===== config.mk =====
export PLATFORM = sky130hd
export DESIGN_NAME = alu_decode_unit
export DESIGN_NICKNAME = d
export VERILOG_FILES = /design/src/rtl/alu_decode_unit.sv
export SDC_FILE = /design/constraint.sdc
export NUM_CORES = 1
export LEC_CHECK = 0
export BUFFER_PORTS_ARGS = -buffer_cell sky130_fd_sc_hd__buf_4
export CAP_MARGIN = 10
export CORE_ASPECT_RATIO = 0.7
export CORE_MARGIN = 2
export CORE_UTILIZATION = 25
export DETAILED_ROUTE_END_ITERATION = 10
export GPL_TIMING_DRIVEN = 1
export PLACE_DENSITY_LB_ADDON = 0.15
export SYNTH_ARGS = -nofsm -noshare
export SYNTH_HDL_FRONTEND = slang
export SYNTH_SLANG_ARGS = --single-unit

===== constraint.sdc =====
create_clock -name vclk -period 9.2
set_clock_uncertainty 0.1 [all_clocks]
set_input_delay 1.84 -clock vclk [all_inputs]
set_output_delay 1.84 -clock vclk [all_outputs]
set_load 0.01 [all_outputs]

===== src/rtl/alu_decode_unit.sv =====
module alu_decode_unit #(
  parameter int W = 32
) (
  input  logic [1:0]   alu_op,
  input  logic [5:0]   funct,
  input  logic [W-1:0] opa,
  input  logic [W-1:0] opb,
  output logic [3:0]   ctrl_code,
  output logic [W-1:0] result,
  output logic         zero
);
  localparam logic [3:0] C_AND = 4'b0000;
  localparam logic [3:0] C_OR  = 4'b0001;
  localparam logic [3:0] C_ADD = 4'b0010;
  localparam logic [3:0] C_SUB = 4'b0110;
  localparam logic [3:0] C_SLT = 4'b0111;

  always_comb begin
    case (alu_op)
      2'b00:   ctrl_code = C_ADD;
      2'b01:   ctrl_code = C_SUB;
      default: begin
        case (funct)
          6'b100000: ctrl_code = C_ADD;
          6'b100010: ctrl_code = C_SUB;
          6'b100100: ctrl_code = C_AND;
          6'b100101: ctrl_code = C_OR;
          6'b101010: ctrl_code = C_SLT;
          default:   ctrl_code = C_ADD;
        endcase
      end
    endcase
  end

  logic         inv_a, inv_b;
  logic [1:0]   sel;
  logic [W-1:0] a_eff, b_eff, sum;
  logic         less;

  assign {inv_a, inv_b, sel} = ctrl_code;
  assign a_eff = inv_a ? ~opa : opa;
  assign b_eff = inv_b ? ~opb : opb;
  assign sum   = a_eff + b_eff + {{(W-1){1'b0}}, inv_b};

  assign less = (opa[W-1] != opb[W-1]) ? opa[W-1] : sum[W-1];

  always_comb begin
    case (sel)
      2'b00:   result = a_eff & b_eff;
      2'b01:   result = a_eff | b_eff;
      2'b10:   result = sum;
      default: result = {{(W-1){1'b0}}, less};
    endcase
  end

  assign zero = (result == '0);
endmodule


==> impl_metrics.py <==
metrics = {
    "floorplanning": {
        "initial_core_util_pct": 25.4,
        "fp.dieH_um": 103,
        "rows": 36,
        "io_pins": 109,
        "die-area_um2": 15000,
        "die_w_um": 145,
        "core_area_um2": 13800,
    },
    "logic_synthesis": {
        "synth.distinct_cells": 66,
        "ys_warn_count": 0,
        "avgSynthCellArea_um2": 6.62,
        "syn_inst": 528,
        "synth_fp_nets": 663,
        "seq_area_frac_synth_pct": 0,
        "synth_area_um2": 3500,
    },
    "detailed_routing": {
        "drt_wl_total_um": 12600,
        "drtIter0Drc": 187,
        "drt_pass1_iterations": 5,
        "wire_per_inst_um": 15.6,
        "ant_nets": 0,
        "vias_per_cell": 4.91,
        "dr_total_vias": 3972,
        "drc": 0,
    },
    "power": {
        "pwr-share-clk_pct": 0,
        "internal_power_uw": 212,
        "p_switching_uw": 257,
        "cellPowerDensity_nw_per_um2": 104,
        "ir_worst_vdd_mv": 0.0480,
        "swShare_pct": 54.8,
        "p_comb_share_pct": 100.0,
        "p_leak_nw": 2.19,
        "pwr-share-seq_pct": 0,
        "power_uw": 469,
    },
    "sta": {
        "timing.final.crit_share_pct": 93.8,
        "drv_slew": 0,
        "setup_viol": 0,
        "fin_tns_setup_ns": 0,
        "rsz0062_at_grt": "false",
        "worstMarginPinSlew_ns": 0.850,
        "slew_headroom_pct": 43.3,
        "layout_min_cycle_time_ns": 8.63,
        "clock.fmax_mhz": 116,
        "hold_violations": 0,
    },
    "grt": {
        "grt_pass1_vias": 3721,
        "overflow": 0,
        "grt_pass1_wl_um": 20000,
        "grt_max_degree": 68,
        "antenna_found_initial": 0,
        "grt_use_total_pct": 16.2,
    },
    "setup_path": {
        "worstPathCellList": "buf_4 > nor3b_1 > a21oi_4 > buf_12 > xnor2_1 > inv_1 > fa_1 > nand2b_1 > a211o_1 > a211oi_1 > nor2_2 > o21ai_1 > xor2_1 > a2111oi_0 > nor4bb_1 > and4b_1 > nand3b_1 > nor4_2 > buf_4",
        "crit_path_start_kind": "input port",
        "cp_slowest_stage_delay_ns": 0.47,
        "cp.required_ns": 7.26,
        "cp-end-kind": "output pin",
        "critPathSlowestCell": "a211oi_1",
        "cp_common_cell": "buf_4",
        "worst-setup-path-type": "input port to output pin",
        "cp_max_fo": 20,
        "critical_path_arrival_ns": 6.69,
    },
    "run": {
        "max-cap-violations": 0,
    },
    "placement": {
        "gp_congestion": 0.879,
        "dp_hpwl_um": 10500,
        "port-buffer-count": 108,
    },
    "cells_and_area": {
        "clkbuf_count": 0,
        "n_antenna_cell": 0,
        "num-nets-final": 756,
        "fillers": 1559,
        "drive_above_1_share_pct": 19.5,
        "seq_cells": 0,
        "areaGrowthSynthToFinish_pct": 29.2,
        "seq_area_um2": 0,
    },
    "worst_hold_path": {
        "hp-class": "input port to output pin",
    },
    "cts": {
        "post_cts_buffers": 0,
        "cts_hold_buf": 0,
        "cts-resized-gates": 0,
    },
    "run_status": {
        "status": "complete, no violations",
    },
}
==> through the flow <==
step                      hold WS (ns)  std cells  util (%)  area (um2)  setup WS [ns]
final                             4.00        809      32.8        4520          0.569
after global routing              4.05        809      32.8        4520          0.119
after CTS                         4.00        809      32.8        4520          0.540
after detailed placement          4.00        809      32.8        4520          0.573
after global placement            4.01        809      32.8        4520          0.817
after floorplan                   3.77        528         -        3500           1.29
==> area by class of cell <==
class	instances	area, um2	share of cell area, %
Timing Repair Buffer	113	861	19.1
Tap cell	190	238	5.26
Multi-Input combinational cell	435	3150	69.8
Inverter	71	267	5.90
==> Yosys cell counts (3+ instances only) <==
| library cell | instances | area share, % |
|---|---|---|
| nor3_1 | 5 | 0.72 |
| nand3_1 | 8 | 1.1 |
| o31ai_1 | 5 | 1.1 |
| o22ai_1 | 22 | 3.9 |
| nand2_1 | 52 | 5.6 |
| xor2_1 | 16 | 4.0 |
| nor2_1 | 29 | 3.1 |
| nor4b_1 | 3 | 0.75 |
| clkbuf_1 | 17 | 1.8 |
| xnor2_1 | 43 | 11 |
| nand2b_1 | 6 | 1.1 |
| a211oi_1 | 8 | 1.7 |
| ha_1 | 62 | 22 |
| o21ai_0 | 40 | 5.7 |
| nand4_1 | 4 | 0.72 |
| a211o_1 | 3 | 0.75 |
| o21bai_1 | 6 | 1.3 |
| inv_1 | 70 | 7.5 |
| o21a_1 | 9 | 1.9 |
| nor2b_1 | 5 | 0.89 |
| a21o_1 | 9 | 1.9 |
| o21ai_1 | 8 | 1.1 |
| o211ai_1 | 3 | 0.64 |
| a21oi_1 | 36 | 5.2 |
==> layer usage <==
layer	GRT usage [%]	share of wire, %	up-vias
met5	0	0	-
met4	0.377	0.087	0
met3	1.68	5.1	2
met2	24.5	40	111
met1	25.7	55	1833
li1	-	-	2026
==> cells in the final DEF, fill, tap and decap left out, types with 3 or more instances in the layout <==
cell type,instances
a211o_1,3
a211oi_1,8
a21o_1,9
a21oi_1,35
buf_4,112
ha_1,62
inv_1,70
nand2_1,52
nand2b_1,6
nand3_1,8
nand4_1,4
nor2_1,29
nor2b_1,5
nor3_1,5
nor4b_1,3
o211ai_1,3
o21a_1,9
o21ai_0,40
o21ai_1,8
o21bai_1,6
o22ai_1,22
o31ai_1,5
xnor2_1,43
xor2_1,16
==> path summary, 6_finish.rpt <==
kind / startpoint / to / slack, ns / cells after the start
worst max-delay path: funct[2] / zero / 0.57 / 19
worst min-delay path: opa[31] / result[0] / 4.00 / 4
==> worst max-delay path, delay by kind of cell <==
kind | cells | cell delay [ns]
AND/OR/NAND/NOR | 7 | 1.80
AO/OA/AOI/OAI | 5 | 1.70
buffers and inverters | 4 | 0.58
adder cells (fa/ha/maj) | 1 | 0.42
XOR/XNOR | 2 | 0.35
==> kinds of logic after synthesis <==
logic type	Yosys count	share of synthesized area [%]
other	1	0.107
AND/OR/NAND/NOR	140	20.5
adder cells (fa/ha/maj)	63	22.8
buffers and inverters	93	10.2
AO/OA/AOI/OAI	170	31.1
XOR/XNOR	59	14.8
multiplexers	2	0.608
==> power by group through the flow <==
stage | logic [mW] | registers [mW] | clock network (mW)
6_report | 0.469 | 0 | 0
4_1_cts | 0.469 | 0 | 0
2_1_floorplan | 0.286 | 0 | 0
5_1_grt | 0.517 | 0 | 0
3_3_place_gp | 0.466 | 0 | 0
3_5_place_dp | 0.466 | 0 | 0
No activity file was read; power rests on OpenSTA's default activity.
